**src/rtl/prs_pkg.sv**
```systemverilog
// Package: shared constants, state type and width decoding for the
// paged register bridge sequencer. Assumes a 16-bit management data path.
package prs_pkg;
    localparam int MG_DW     = 16;
    localparam int MAX_WORDS = 4;
    localparam int DATA_W    = MG_DW * MAX_WORDS;
    localparam int WIDX_W    = $clog2(MAX_WORDS);

    localparam logic [4:0] RA_PAGE  = 5'h10;
    localparam logic [4:0] RA_CMD   = 5'h11;
    localparam logic [4:0] RA_DATA0 = 5'h18;

    localparam logic [1:0] OP_WR = 2'b01;
    localparam logic [1:0] OP_RD = 2'b10;

    typedef enum logic [3:0] {
        S_IDLE,
        S_DWR,
        S_PAGE,
        S_CMD,
        S_POLL,
        S_WAIT,
        S_DRD,
        S_FIN
    } seq_state_e;

    // Index of the highest data word moved for a width code.
    function automatic logic [WIDX_W-1:0] top_word(input logic [2:0] code);
        case (code)
            3'd0, 3'd1: top_word = WIDX_W'(0);
            3'd2:       top_word = WIDX_W'(1);
            3'd3:       top_word = WIDX_W'(2);
            default:    top_word = WIDX_W'(3);
        endcase
    endfunction
endpackage

```
**src/rtl/prs_page_cache.sv**
```systemverilog
// Page cache: remembers the last page successfully selected on the bridge.
// Assumes the reset value is a page that is never used in normal traffic.
module prs_page_cache #(
    parameter logic [7:0] RESET_PAGE = 8'hFF
) (
    input  logic       clk,
    input  logic       rst_n,
    input  logic       set,
    input  logic [7:0] page_in,
    output logic [7:0] page_q
);
    // Load a new page on a successful page write.
    always_ff @(posedge clk) begin
        if (!rst_n)   page_q <= RESET_PAGE;
        else if (set) page_q <= page_in;
    end
endmodule

```
**src/rtl/prs_poll_pacer.sv**
```systemverilog
// Poll pacer: counts busy status reads and times the gap before the next.
// Assumes start comes before the first poll of a request.
module prs_poll_pacer #(
    parameter int MAX_POLLS = 5,
    parameter int POLL_WAIT = 4
) (
    input  logic clk,
    input  logic rst_n,
    input  logic start,
    input  logic busy_seen,
    output logic last_try,
    output logic wait_done
);
    localparam int AW = $clog2(MAX_POLLS + 2);
    localparam int WW = $clog2(POLL_WAIT + 2);

    logic [AW-1:0] tries;
    logic [WW-1:0] wcnt;

    // Count busy poll results within one request.
    always_ff @(posedge clk) begin
        if (!rst_n || start) tries <= '0;
        else if (busy_seen)  tries <= tries + AW'(1);
    end

    // Load the wait on a busy result, then count down to zero.
    always_ff @(posedge clk) begin
        if (!rst_n)             wcnt <= '0;
        else if (busy_seen)     wcnt <= WW'(POLL_WAIT);
        else if (wcnt != '0)    wcnt <= wcnt - WW'(1);
    end

    assign last_try  = (tries == AW'(MAX_POLLS - 1));
    assign wait_done = (wcnt == '0);
endmodule

```
**src/rtl/prs_word_acc.sv**
```systemverilog
// Word accumulator: shifts 16-bit words in at the low end, so feeding the
// highest word first leaves word 0 in bits 15:0.
module prs_word_acc
    import prs_pkg::*;
(
    input  logic              clk,
    input  logic              rst_n,
    input  logic              clr,
    input  logic              shift,
    input  logic [MG_DW-1:0]  word_in,
    output logic [DATA_W-1:0] acc
);
    // Clear at request start, shift on each data word read.
    always_ff @(posedge clk) begin
        if (!rst_n || clr) acc <= '0;
        else if (shift)    acc <= {acc[DATA_W-MG_DW-1:0], word_in};
    end
endmodule

```
**src/rtl/paged_reg_seq.sv**
```systemverilog
// Paged register bridge sequencer: expands one request into page select,
// data word, command and status poll transactions on a management port.
// Assumes the responder holds mg_done for one cycle per mg_valid request.
module paged_reg_seq
    import prs_pkg::*;
#(
    parameter int PHY_ADDR  = 30,
    parameter int MAX_POLLS = 5,
    parameter int POLL_WAIT = 4
) (
    input  logic              clk,
    input  logic              rst_n,
    input  logic              req_valid,
    output logic              req_ready,
    input  logic [7:0]        req_page,
    input  logic [7:0]        req_reg,
    input  logic [2:0]        req_width,
    input  logic              req_write,
    input  logic [DATA_W-1:0] req_wdata,
    output logic              rsp_done,
    output logic              rsp_err,
    output logic [DATA_W-1:0] rsp_rdata,
    output logic              mg_valid,
    output logic [4:0]        mg_phy,
    output logic [4:0]        mg_reg,
    output logic              mg_write,
    output logic [MG_DW-1:0]  mg_wdata,
    input  logic              mg_done,
    input  logic              mg_err,
    input  logic [MG_DW-1:0]  mg_rdata
);
    seq_state_e        st;
    logic [7:0]        lat_page, lat_reg;
    logic [2:0]        lat_w;
    logic              lat_wr, fail;
    logic [DATA_W-1:0] lat_wdata;
    logic [WIDX_W-1:0] widx, lw;
    logic [7:0]        cur_page;
    logic [DATA_W-1:0] acc;
    logic              last_try, wait_done, accept, page_hit, req_hit;
    logic              page_set, poll_start, poll_busy, acc_shift, bits_clear;

    assign accept     = (st == S_IDLE) && req_valid;
    assign lw         = top_word(lat_w);
    assign page_hit   = (cur_page == lat_page);
    assign req_hit    = (cur_page == req_page);
    assign bits_clear = (mg_rdata[1:0] == 2'b00);
    assign page_set   = (st == S_PAGE) && mg_done && !mg_err;
    assign poll_start = (st == S_CMD) && mg_done;
    assign poll_busy  = (st == S_POLL) && mg_done && !bits_clear;
    assign acc_shift  = (st == S_DRD) && mg_done;

    prs_page_cache u_cache (
        .clk(clk), .rst_n(rst_n), .set(page_set),
        .page_in(lat_page), .page_q(cur_page)
    );

    prs_poll_pacer #(.MAX_POLLS(MAX_POLLS), .POLL_WAIT(POLL_WAIT)) u_pacer (
        .clk(clk), .rst_n(rst_n), .start(poll_start), .busy_seen(poll_busy),
        .last_try(last_try), .wait_done(wait_done)
    );

    prs_word_acc u_acc (
        .clk(clk), .rst_n(rst_n), .clr(accept), .shift(acc_shift),
        .word_in(mg_rdata), .acc(acc)
    );

    // Sequence the transactions of one request.
    always_ff @(posedge clk) begin
        if (!rst_n) begin
            st        <= S_IDLE;
            lat_page  <= '0;
            lat_reg   <= '0;
            lat_w     <= '0;
            lat_wr    <= 1'b0;
            lat_wdata <= '0;
            widx      <= '0;
            fail      <= 1'b0;
        end else begin
            case (st)
                S_IDLE: if (req_valid) begin
                    lat_page  <= req_page;
                    lat_reg   <= req_reg;
                    lat_w     <= req_width;
                    lat_wr    <= req_write;
                    lat_wdata <= req_wdata;
                    widx      <= '0;
                    fail      <= 1'b0;
                    if (req_write)    st <= S_DWR;
                    else if (req_hit) st <= S_CMD;
                    else              st <= S_PAGE;
                end
                S_DWR: if (mg_done) begin
                    if (mg_err) begin
                        fail <= 1'b1;
                        st   <= S_FIN;
                    end else if (widx == lw) begin
                        st <= page_hit ? S_CMD : S_PAGE;
                    end else begin
                        widx <= widx + WIDX_W'(1);
                    end
                end
                S_PAGE, S_CMD: if (mg_done) begin
                    if (mg_err) begin
                        fail <= 1'b1;
                        st   <= S_FIN;
                    end else begin
                        st <= (st == S_PAGE) ? S_CMD : S_POLL;
                    end
                end
                S_POLL: if (mg_done) begin
                    if (bits_clear) begin
                        widx <= lw;
                        st   <= lat_wr ? S_FIN : S_DRD;
                    end else if (last_try) begin
                        fail <= 1'b1;
                        st   <= S_FIN;
                    end else begin
                        st <= S_WAIT;
                    end
                end
                S_WAIT: if (wait_done) st <= S_POLL;
                S_DRD: if (mg_done) begin
                    if (widx == '0) st <= S_FIN;
                    else            widx <= widx - WIDX_W'(1);
                end
                S_FIN:   st <= S_IDLE;
                default: st <= S_IDLE;
            endcase
        end
    end

    // Drive the management request from the current state.
    always_comb begin
        mg_valid = 1'b0;
        mg_write = 1'b0;
        mg_reg   = RA_CMD;
        mg_wdata = '0;
        case (st)
            S_DWR: begin
                mg_valid = 1'b1;
                mg_write = 1'b1;
                mg_reg   = RA_DATA0 + 5'(widx);
                mg_wdata = lat_wdata[widx*MG_DW +: MG_DW];
            end
            S_PAGE: begin
                mg_valid = 1'b1;
                mg_write = 1'b1;
                mg_reg   = RA_PAGE;
                mg_wdata = {lat_page, 8'h01};
            end
            S_CMD: begin
                mg_valid = 1'b1;
                mg_write = 1'b1;
                mg_wdata = {lat_reg, 6'b0, lat_wr ? OP_WR : OP_RD};
            end
            S_POLL: mg_valid = 1'b1;
            S_DRD: begin
                mg_valid = 1'b1;
                mg_reg   = RA_DATA0 + 5'(widx);
            end
            default: ;
        endcase
    end

    // Present the response in the finishing cycle only.
    always_comb begin
        rsp_done  = (st == S_FIN);
        rsp_err   = (st == S_FIN) && fail;
        rsp_rdata = '0;
        if (st == S_FIN && !fail)
            rsp_rdata = (lat_w == 3'd0) ? DATA_W'(acc[7:0]) : acc;
    end

    assign req_ready = (st == S_IDLE);
    assign mg_phy    = 5'(PHY_ADDR);
endmodule

```
**config.mk**
```make
export PLATFORM = sky130hd
export DESIGN_NAME = paged_reg_seq
export DESIGN_NICKNAME = d
export VERILOG_FILES = /design/src/rtl/prs_pkg.sv /design/src/rtl/prs_page_cache.sv /design/src/rtl/prs_poll_pacer.sv /design/src/rtl/prs_word_acc.sv /design/src/rtl/paged_reg_seq.sv
export SDC_FILE = /design/constraint.sdc
export NUM_CORES = 1
export LEC_CHECK = 0
export ABC_AREA = 0
export CORE_MARGIN = 3
export CORE_UTILIZATION = 44
export CTS_CLUSTER_SIZE = 40
export DETAILED_ROUTE_END_ITERATION = 12
export PLACE_DENSITY = 0.8
export SYNTH_ARGS = -nofsm -noshare
export SYNTH_HDL_FRONTEND = slang
export SYNTH_SLANG_ARGS = --single-unit
```
**constraint.sdc**
```tcl
create_clock -name clk -period 2 [get_ports clk]
set_input_delay 0.6 -clock clk [delete_from_list [all_inputs] [get_ports clk]]
set_output_delay 0.6 -clock clk [all_outputs]
set_load 0.01 [all_outputs]
```
# Word-level counts from Yosys, hierarchy flattened
# Cells that the tools add are included.
classes:
  add_sub_neg: 5
  eq_ne: 30
  shift: 1
  n_mux: 44
  n_bitwise: 1
  reduce_logical: 34
ops:
  columns: ["cell", "count"]
  rows:
  - ["64-bit two-way mux", 2]
  - ["64-bit by 7-bit variable part select with 16-bit output", 1]
  - ["16-bit case mux with 3 select lines", 1]
  - ["4-bit two-way mux", 9]
  - ["2-bit two-way mux", 12]
  - ["4-bit case mux with 6 select lines", 1]
  - ["2-bit inequality test, second input constant", 11]
  - ["4-bit by 3-bit == test with 1-bit output, second input constant", 4]
  - ["8-bit == test", 2]
  - ["3-bit two-way mux", 4]
  - ["1-bit two-way mux", 11]
  - ["5-bit case mux with 2 select lines", 1]
  - ["1-bit logical AND", 9]
  - ["9-bit AND reduction", 1]
  - ["4-bit by 2-bit == test with 1-bit output, second input constant", 2]
  - ["2-bit by 1-bit inequality test with 1-bit output, second input constant", 4]
  - ["2-bit case mux with 4 select lines", 1]
  - ["8-bit AND reduction", 1]
  - ["2-bit OR reduction", 4]
  - ["7-bit AND reduction", 1]
  - ["3-bit by 2-bit == test with 1-bit output, second input constant", 2]
  - ["3-bit logical NOT", 2]
  - ["2-bit case mux with 3 select lines", 1]
  - ["3-bit nonzero test", 2]
  - ["other kinds (21)", 26]
totals:
  ff_bits: 169
  out_inout_bits: 95
  word_cells: 128

# Logic depth before layout (Yosys ltp)
# Gate-level depths: netlist (run 1).
logic_depth:
  word_depth: 8
  ltp_mapped: 7
  ltp_nobuf: 7

# By module
# Synthesis (run 1) repeated with hierarchy kept, for this count alone.
hier_totals:
  cells_unflattened: 891
  hier_area_um2: 8077.7
by_module_without_submodules:
  columns: ["mod", "instances", "cells_each", "area_per_inst_um2", "seq_area_each_um2"]
  rows:
  - ["paged_reg_seq", 1, 624, 5147.4, 1801.7]
  - ["prs_word_acc", 1, 207, 2304.7, 1281.2]
  - ["prs_poll_pacer", 1, 34, 340.3, 120.1]
  - ["prs_page_cache", 1, 26, 285.3, 160.2]

# Least setup slack after synthesis (run 1)
# Ideal clock, no wire load.
synth_path:
  kind: "register -> output"
  start: "reg widx[0]"
  end: "out mg_wdata[10]"
  arrival_ns: 1.563
  required_time_ns: 1.400
  path_slack_ns: -0.163
  stages_incl_launch_ff: 7
  path_buffers: 2
  path_cell_list: "dfxtp_1 -> buf_6 -> buf_6 -> mux4_1 -> mux2_2 -> a22oi_1 -> nor2_1"
synth_between:
  elab_chain_cells: 2
synth_rtl:
  columns: ["element", "line_no", "rtl"]
  rows:
  - ["from (decl)", "paged_reg_seq.sv:37", "logic [WIDX_W-1:0] widx, lw;"]
  - ["from (signal assigned)", "paged_reg_seq.sv:100", "widx <= widx + WIDX_W'(1);"]
  - ["from (signal assigned)", "paged_reg_seq.sv:113", "widx <= lw;"]
  - ["from (signal assigned)", "paged_reg_seq.sv:125", "else widx <= widx - WIDX_W'(1);"]
  - ["64-bit by 7-bit variable part select with 16-bit output", "paged_reg_seq.sv:144", "mg_wdata = lat_wdata[widx*MG_DW +: MG_DW];"]
  - ["16-bit case mux with 3 select lines", "paged_reg_seq.sv:139", "case (st)"]
  - ["to (decl)", "paged_reg_seq.sv:27", "output logic [MG_DW-1:0] mg_wdata,"]
# No other way between the ends.

# Final worst setup path (run 1)
layout_path:
  start: "reg widx[0]"
  end: "out mg_wdata[8]"
# The elaborated chain is that of the path after synthesis.

==> flow_metrics.py, run 1 <==
metrics = {
    "place": {
        "place_congestion": 0.8980,
        "port_buffers": 192,
        "dp_cells": 1359,
        "hpwl_um": 15330,
    },
    "die": {
        "die_y_um": 138.8,
        "ios": 200,
        "core_um2": 16940,
        "die_w_um": 138.8,
        "dieArea_um2": 19270,
        "rows": 47,
        "start_util_pct": 45.82,
    },
    "final_layout": {
        "fin_cells": 1433,
        "regArea_um2": 3377,
        "area_delta_synth_final_pct": 52.19,
        "nets": 1310,
        "insertedDiodeCount": 0,
        "n_fill_cell": 1173,
        "multi_input_area_um2": 4315,
        "top_regs": "lat_wdata x64, u_acc.acc x64",
        "utilization_pct": 69.73,
        "drive_above_1_share_pct": 31.08,
    },
    "detailed_routing": {
        "drc_errors": 0,
        "met1Wirelength_um": 10070,
        "dr_wl_met2_um": 12660,
        "firstDrtPassIters": 5,
        "ant_nets": 0,
        "totalWireLength_um": 25740,
        "maxUsedRoutingLayer": "met4",
        "wl_met3_um": 2021,
        "viasPerCell": 5.440,
        "wl_per_cell_um": 17.96,
        "drt_iter0_drc": 618,
        "vias": 7795,
    },
    "clocking": {
        "cts_tree": "built",
        "cts_buffers": 17,
        "cts_hold_buffers": 0,
        "clockBufferDepth": 2,
        "clk_latency_ps": 430,
        "path_clk_slew_ps": 70,
        "cts-root-buf": "clkbuf_16",
        "htree_levels": 4,
        "numClockSinks": 168,
    },
    "pwr": {
        "leakagePower_nw": 4.572,
        "p_per_area_nw_per_um2": 1050,
        "power_w": 0.01240,
        "vdd_drop_max_mv": 0.8286,
    },
    "sta": {
        "rsz0062_at_grt": "yes",
        "fin_skew_ps": 9.490,
        "fin_ws_ps": -720.6,
        "slew_viol_final": 0,
        "max_freq_mhz": 367.6,
        "period_minus_slack_ps": 2721,
        "fin_crit_sh_pct": 136.0,
        "slew_headroom_pct": 64.88,
        "setup_viol": 102,
        "max_slew.worst_pin.slew_ps": 522.1,
        "finalSetupTns_ps": -36250,
        "hold_viol": 0,
    },
    "flow_run": {
        "maxCapViolations": 0,
    },
    "global_routing": {
        "grt_pass1_wl_um": 37180,
        "grt_max_degree": 65,
        "grt_pass1_vias": 7213,
        "gr-usage-all-layers_pct": 23.57,
        "antenna_found_initial": 0,
        "grt.overflow.total": 0,
    },
    "worst_setup_path": {
        "slowest_stage": "mux4_2",
        "r2r_end": "widx[0]$_SDFFE_PN0P_",
        "start_kind": "flop",
        "rr_worst_depth": 9,
        "path_cells": "buf_6, mux4_2, mux2_2, a22oi_2, nor2_1, buf_2",
        "critical-path-top-delay-family": "multiplexers",
        "reg2reg_setup_slack_ps": -240,
        "cp_num_buf_inv": 2,
        "slowest_delay_ps": 520,
        "crit_arrival_ps": 2120,
        "regToRegStartpoint": "widx[0]$_SDFFE_PN0P_",
        "worst-path-max-fanout": 5,
        "crit_path_end_kind": "output port",
        "worstPathRequired_ps": 1400,
        "worst-setup-path-type": "flop to output port",
    },
    "logic_synthesis": {
        "synthFlopType": "dfxtp_1",
        "syn_inst": 956,
        "ys_warn_count": 0,
        "yosysSeqAreaShare_pct": 43.34,
        "yosys.cell_types.count": 57,
        "avgSynthCellArea_um2": 8.117,
        "synth-edff-count": 0,
        "syn_area_um2": 7760,
        "async_flop_share_pct": 0,
        "synth_seq_cells": 168,
    },
    "min_path": {
        "hp-class": "flop to flop",
        "hold_depth": 2,
        "hp-start": "lat_wdata[10]$_SDFFE_PN0P_",
        "hold-path-endpoint": "lat_wdata[10]$_SDFFE_PN0P_",
    },
    "status": {
        "status": "finished, violations left",
        "violations": "negative setup slack",
    },
}
==> power breakdown <==
group	switching [W]	total, W	internal, W
clock network	0.00158	0.00325	0.00167
registers	0.000335	0.00413	0.00380
logic	0.00258	0.00502	0.00243
==> worst max path at each step <==
stage / from / endpoint / slack [ps] / cells past startpoint
floorplan: widx[0]$_SDFFE_PN0P_ / mg_wdata[10] / -120 / 6
finish: widx[0]$_SDFFE_PN0P_ / mg_wdata[8] / -720 / 6
CTS: widx[0]$_SDFFE_PN0P_ / mg_wdata[8] / -680 / 6
global placement: widx[0]$_SDFFE_PN0P_ / mg_wdata[9] / -640 / 6
detailed placement: widx[0]$_SDFFE_PN0P_ / mg_wdata[9] / -650 / 6
global route: widx[0]$_SDFFE_PN0P_ / mg_wdata[8] / -770 / 6
==> cells in the final DEF (no fill, tap or decap), drive strengths merged, types with 11 or more instances in the layout <==
| cell | synthesis | routed |
|---|---|---|
| nor2 | 26 | 26 |
| and2 | 73 | 73 |
| inv | 14 | 23 |
| clkbuf | 29 | 22 |
| a21oi | 162 | 162 |
| dfxtp | 168 | 168 |
| mux2i | 11 | 11 |
| clkdlybuf4s50 | 0 | 104 |
| mux4 | 16 | 16 |
| xor2 | 11 | 11 |
| nand2 | 313 | 313 |
| buf | 47 | 185 |
==> routing by layer <==
| layer | GRT usage, % | up-vias |
|---|---|---|
| li1 | - | 3652 |
| met2 | 38.71 | 399 |
| met3 | 6.793 | 72 |
| met4 | 8.702 | 0 |
| met1 | 29.57 | 3672 |
| met5 | 0 | - |
==> what timing repair did <==
item | in CTS | in global routing
gates resized for setup | 506 | 93
pin swaps | 28 | 17
gates cloned | 6 | 4
setup buffers | 23 | 16
endpoints found under the setup margin | 93 | 100
==> Yosys cell counts (all sizes together) (2+ instances only) <==
master,number,area share [%]
nor2,26,1.4
nor4,4,0.52
clkbuf,29,1.5
o22ai,3,0.24
o32ai,2,0.42
xor2,11,1.2
a311oi,3,0.42
conb,2,0.097
o21ai,4,0.26
inv,14,0.68
nand2b,2,0.26
a21oi,162,10
nand3,6,0.39
buf,47,3.5
or3,2,0.23
a22oi,8,0.77
nor2b,2,0.16
xnor2,9,1.0
a211oi,4,0.39
nand4,3,0.24
nand2,313,15
dfxtp,168,43
mux2,9,1.4
mux4,16,5.0
ha,5,0.81
nor3,2,0.27
mux2i,11,1.4
nand3b,2,0.19
and2,73,6.3
o21ba,3,0.39
==> final cells by class <==
type	count	area share, %
Clock buffer	17	3.602
Sequential cell	168	28.59
Inverter	14	0.4662
Multi-Input combinational cell	703	36.54
Clock inverter	15	1.303
Tap cell	220	2.331
Timing Repair Buffer	296	27.16
==> metrics by stage <==
| stage | setup WS, ps | hold slack (ps) | area [um2] |
|---|---|---|---|
| 2_1_floorplan | -118.2 | 431.5 | 7780 |
| 3_3_place_gp | -642.5 | 437.0 | 10230 |
| 3_5_place_dp | -650.7 | 444.1 | 10230 |
| 4_1_cts | -679.1 | 456.0 | 11340 |
| 5_1_grt | -772.6 | 470.4 | 11810 |
| 6_report | -720.6 | 457.5 | 11810 |
==> worst reg2reg max path, cell delays in order, from the launching register on <==
cell and delay, ps:
dfxtp_4 370, buf_12 120, buf_6 120, clkbuf_16 140, buf_8 110, or3b_1 360
a311oi_2 320, o41ai_2 130, buf_4 160, a311oi_2 300
==> cells by family (layout without fill, tap and decap cells) <==
kind of cell / after synthesis / after routing / share of synthesized area (%)
adders and majority gates: 5 / 5 / 0.8062
other: 2 / 7 / 0.09678
buffers and inverters: 90 / 342 / 5.675
muxes: 36 / 36 / 7.804
DFF: 168 / 168 / 43.34
AOI/OAI and AO/OA: 197 / 197 / 14.50
xor gates and xnor gates: 20 / 20 / 2.257
and+or+nand+nor: 438 / 438 / 25.52
No activity file was read; power rests on OpenSTA's default activity.
==> run 2, diff against run 1 <==
Settings changed: CTS_CLUSTER_DIAMETER from default to 50, SKIP_LAST_GASP from default to 1.
==> flow_metrics.py, run 2 (same netlist as run 1, synthesis figures left out) <==
metrics = {
    "sta": {
        "rsz0062_at_grt": "yes",
        "max_slew.worst_pin.slew_ps": 491.0,
        "setup_viol": 137,
        "max_freq_mhz": 373.6,
        "slew_viol_final": 0,
        "period_minus_slack_ps": 2677,
        "hold_viol": 0,
        "fin_crit_sh_pct": 133.8,
        "fin_skew_ps": 12.92,
        "slew_headroom_pct": 66.96,
        "fin_ws_ps": -676.7,
    },
    "pwr": {
        "internal_power_w": 0.007849,
        "combinationalPowerShare_pct": 40.0,
        "power_frac_clock_pct": 26.5,
        "p_sw_w": 0.004452,
        "power_switching_share_pct": 36.19,
        "seqPwrFrac_pct": 33.5,
        "vdd_drop_max_mv": 0.7771,
        "p_per_area_nw_per_um2": 1061,
        "leakagePower_nw": 4.521,
    },
    "worst_setup_path": {
        "path_cells": "buf_6, mux4_2, mux2_2, a22oi_2, nor2_1, buf_2",
        "regToRegStartpoint": "widx[0]$_SDFFE_PN0P_",
        "r2r_end": "widx[0]$_SDFFE_PN0P_",
        "worst-path-max-fanout": 5,
        "crit_arrival_ps": 2080,
        "start_kind": "flop",
        "crit_path_end_kind": "output port",
        "worstPathRequired_ps": 1400,
        "rr_worst_depth": 9,
        "worst-setup-path-type": "flop to output port",
        "reg2reg_setup_slack_ps": -270,
        "slowest_stage": "mux4_2",
        "slowest_delay_ps": 500,
    },
    "detailed_routing": {
        "firstDrtPassIters": 5,
        "drt_iter0_drc": 553,
        "vias": 7736,
        "totalWireLength_um": 25630,
        "drc_errors": 0,
        "viasPerCell": 5.387,
        "ant_nets": 0,
        "wl_per_cell_um": 17.85,
    },
    "die": {
        "start_util_pct": 45.82,
        "rows": 47,
        "dieArea_um2": 19270,
        "die_w_um": 138.8,
        "core_um2": 16940,
        "die_y_um": 138.8,
        "ios": 200,
    },
    "global_routing": {
        "grt_pass1_wl_um": 37130,
        "antenna_found_initial": 0,
        "grt_pass1_vias": 7168,
        "grt_max_degree": 65,
        "gr-usage-all-layers_pct": 23.50,
        "grt.overflow.total": 0,
    },
    "place": {
        "pre_cts_slack_ps": -650.7,
        "place_congestion": 0.8980,
        "port_buffers": 192,
        "hpwl_um": 15330,
    },
    "final_layout": {
        "top_regs": "lat_wdata x64, u_acc.acc x64",
        "nets": 1313,
        "drive_above_1_share_pct": 28.04,
        "utilization_pct": 68.48,
        "area_delta_synth_final_pct": 49.47,
        "layout_commonest_cell": "nand2_1",
        "insertedDiodeCount": 0,
        "layout_common_cells": "308 x nand2_1, 163 x dfxtp_1, 158 x a21oi_1",
    },
    "min_path": {
        "hold_depth": 2,
        "hp-start": "u_acc.acc[25]$_SDFFE_PP0P_",
        "hp-class": "flop to flop",
        "hold-path-endpoint": "u_acc.acc[41]$_SDFFE_PP0P_",
    },
    "clocking": {
        "numClockSinks": 168,
        "cts_buffers": 17,
        "clk_latency_ps": 430,
        "htree_levels": 4,
        "path_clk_slew_ps": 80,
        "cts-root-buf": "clkbuf_16",
        "cts_hold_buffers": 0,
        "cts_tree": "built",
        "clockBufferDepth": 2,
    },
    "status": {
        "status": "finished, violations left",
        "violations": "negative setup slack",
    },
    "flow_run": {
        "maxCapViolations": 0,
    },
}
## run 2: cell types whose count changed in the layout (fill, tap and decap cells not counted), sizes merged
cell and delta:
clkdlybuf4s15 +9, buf -14, clkbuf +3, dlygate4sd2 +5
## run 2: final cells by class
cell class | count | area [um2]
inverter | 14 | 52.55
sequential | 168 | 3377
fill | 1217 | 5338
multi-input combinational | 703 | 4174
clock inverter | 15 | 153.9
timing repair buffer | 299 | 3141
clock buffer | 17 | 425.4
tap | 220 | 275.3
## run 2: how the worst max path moves through the flow
stage	from	endpoint	slack, ps
after floorplan	widx[0]$_SDFFE_PN0P_	mg_wdata[10]	-120
after global placement	widx[0]$_SDFFE_PN0P_	mg_wdata[9]	-640
after detailed placement	widx[0]$_SDFFE_PN0P_	mg_wdata[9]	-650
after CTS	widx[0]$_SDFFE_PN0P_	mg_wdata[8]	-680
after global routing	widx[0]$_SDFFE_PN0P_	mg_wdata[8]	-730
final	widx[0]$_SDFFE_PN0P_	mg_wdata[8]	-680
## run 2: per-layer routing
layer	track usage, %	share of wire [%]	vias up
li1	-	-	3650
met1	29.33	40	3658
met2	38.15	49	372
met3	7.310	7.7	56
met4	9.166	3.2	0
met5	0	0	-
## run 2: power groups by stage
stage | registers (W) | logic, W | clock network (W)
after floorplan | 0.00406 | 0.00247 | 0
after global placement | 0.00411 | 0.00388 | 0
after detailed placement | 0.00413 | 0.00397 | 0
after CTS | 0.00408 | 0.00419 | 0.00326
after global routing | 0.00417 | 0.00522 | 0.00345
final | 0.00412 | 0.00492 | 0.00326
## run 2: metrics by stage
stage,instances,power (W),instance area [um2],hold WS [ps],setup TNS [ps]
detailed placement,1359,0.008102,10230,444.1,-32930
finish,1436,0.01230,11600,454.2,-40490
CTS,1419,0.01153,11250,455.2,-35550
global placement,1359,0.007994,10230,437.0,-30160
global route,1436,0.01284,11600,469.6,-49100
floorplan,961,0.006538,7780,431.5,-854.4
## run 2: critical path: cells and delay by family (launching register included)
family | cells | cell delay, ps
muxes | 2 | 790
DFF | 1 | 370
buffers and inverters | 2 | 290
and+or+nand+nor | 1 | 70
AOI/OAI and AO/OA | 1 | 140
## run 2: what timing repair did
item | in CTS | in global routing
pin swaps | 26 | 12
hold endpoints to repair | 0 | 0
endpoints found under the setup margin | 93 | 101
gates resized for setup | 429 | 60
cloned | 6 | 4
setup buffers | 23 | 18
==> run 3, diff against run 2 <==
Settings changed: SKIP_CTS_REPAIR_TIMING from default to 1.
==> flow_metrics.py, run 3 (same netlist as run 1, synthesis figures left out) <==
metrics = {
    "status": {
        "status": "finished, violations left",
        "violations": "negative setup slack",
    },
    "sta": {
        "finalSetupTns_ps": -37160,
        "slew_viol_final": 0,
        "fin_crit_sh_pct": 134.4,
        "setup_viol": 96,
        "max_freq_mhz": 371.9,
        "rsz0062_at_grt": "yes",
        "hold_slack_ps": 450.2,
        "fin_skew_ps": 9.830,
        "hold_viol": 0,
        "period_minus_slack_ps": 2689,
        "fin_ws_ps": -688.6,
    },
    "global_routing": {
        "grt_max_degree": 65,
        "gr-usage-all-layers_pct": 21.40,
        "grt.overflow.total": 0,
        "grt_pass1_vias": 6685,
        "antenna_found_initial": 0,
        "grt_pass1_wl_um": 34060,
    },
    "detailed_routing": {
        "totalWireLength_um": 23440,
        "drc_errors": 0,
        "ant_nets": 0,
        "drt_iter0_drc": 554,
        "firstDrtPassIters": 5,
        "dr_wl_met2_um": 11560,
        "viasPerCell": 5.262,
        "vias": 7451,
        "maxUsedRoutingLayer": "met4",
        "wl_per_cell_um": 16.55,
        "met1Wirelength_um": 9517,
        "wl_met3_um": 1646,
    },
    "pwr": {
        "leakagePower_nw": 4.773,
        "p_per_area_nw_per_um2": 1074,
        "vdd_drop_max_mv": 0.8335,
    },
    "worst_setup_path": {
        "path_cells": "buf_12, mux4_2, mux2_4, a22oi_2, nor2_1, buf_2",
        "crit_path_start": "widx[0]$_SDFFE_PN0P_",
        "worst-path-max-fanout": 5,
        "crit_path_end_kind": "output port",
        "start_kind": "flop",
        "rr_worst_depth": 11,
        "reg2reg_setup_slack_ps": -270,
        "slowest_stage": "mux4_2",
        "slowest_delay_ps": 520,
        "worst-setup-path-type": "flop to output port",
        "regToRegStartpoint": "st[1]$_SDFFE_PN0P_",
        "cp-endpoint": "mg_wdata[12]",
        "worstPathRequired_ps": 1400,
        "r2r_end": "st[2]$_SDFFE_PN0P_",
        "crit_arrival_ps": 2090,
    },
    "clocking": {
        "cts_buffers": 17,
        "path_clk_slew_ps": 70,
        "clockBufferDepth": 2,
        "htree_levels": 4,
        "numClockSinks": 168,
        "clk_latency_ps": 430,
        "cts-root-buf": "clkbuf_16",
        "cts_tree": "built",
    },
    "place": {
        "hpwl_um": 15330,
        "port_buffers": 192,
        "place_congestion": 0.8980,
        "dp_cells": 1359,
    },
    "die": {
        "ios": 200,
        "start_util_pct": 45.82,
        "dieArea_um2": 19270,
        "core_um2": 16940,
        "die_y_um": 138.8,
        "rows": 47,
        "die_w_um": 138.8,
    },
    "flow_run": {
        "maxCapViolations": 0,
    },
    "final_layout": {
        "drive_above_1_share_pct": 21.32,
        "layout_common_cells": "310 x nand2_1, 163 x dfxtp_1, 161 x a21oi_1",
        "fin_cells": 1416,
        "utilization_pct": 65.75,
        "area_delta_synth_final_pct": 43.50,
        "top_regs": "lat_wdata x64, u_acc.acc x64",
        "nets": 1293,
        "insertedDiodeCount": 0,
        "layout_commonest_cell": "nand2_1",
    },
    "min_path": {
        "hold_depth": 2,
        "hp-class": "flop to flop",
    },
}
run 3: final cells by class:
| class | count | area [um2] |
|---|---|---|
| clock inverter | 15 | 153.9 |
| fill | 1328 | 5801 |
| tap | 220 | 275.3 |
| sequential | 168 | 3374 |
| clock buffer | 17 | 425.4 |
| multi-input combinational | 703 | 4085 |
| inverter | 14 | 52.55 |
| timing repair buffer | 279 | 2769 |
run 3: critical path, delay by kind of cell, from the launching register on:
kind                   cells  cell delay, ps
DFF                        1             370
and+or+nand+nor            1              70
muxes                      2             810
AOI/OAI and AO/OA          1             140
buffers and inverters      2             270
run 3: power breakdown:
| group | internal, W | switching (W) |
|---|---|---|
| Sequential | 0.00379 | 0.000318 |
| Clock | 0.00167 | 0.00155 |
| Combinational | 0.00224 | 0.00240 |
| Total | 0.00770 | 0.00427 |
run 3: per-layer routing:
layer / global-route usage [%] / vias up
li1: - / 3612
met4: 7.158 / 0
met1: 27.45 / 3493
met3: 6.414 / 43
met5: 0 / -
met2: 34.62 / 303
run 3: worst min path at each step:
| stage | start | endpoint |
|---|---|---|
| after floorplan | lat_wdata[16]$_SDFFE_PN0P_ | lat_wdata[16]$_SDFFE_PN0P_ |
| after global placement | u_acc.acc[48]$_SDFFE_PP0P_ | u_acc.acc[48]$_SDFFE_PP0P_ |
| after detailed placement | u_acc.acc[60]$_SDFFE_PP0P_ | u_acc.acc[60]$_SDFFE_PP0P_ |
| after CTS | lat_wdata[32]$_SDFFE_PN0P_ | lat_wdata[32]$_SDFFE_PN0P_ |
| after global routing | u_acc.acc[60]$_SDFFE_PP0P_ | u_acc.acc[60]$_SDFFE_PP0P_ |
| final | u_acc.acc[60]$_SDFFE_PP0P_ | u_acc.acc[60]$_SDFFE_PP0P_ |
run 3: through the flow:
stage               setup WS, ps  cell area (um2)  total power, W
finish                    -688.6            11140         0.01196
global route              -736.3            11140         0.01254
CTS                        -1153            10810         0.01131
global placement          -642.5            10230        0.007994
floorplan                 -118.2             7780        0.006538
detailed placement        -650.7            10230        0.008102
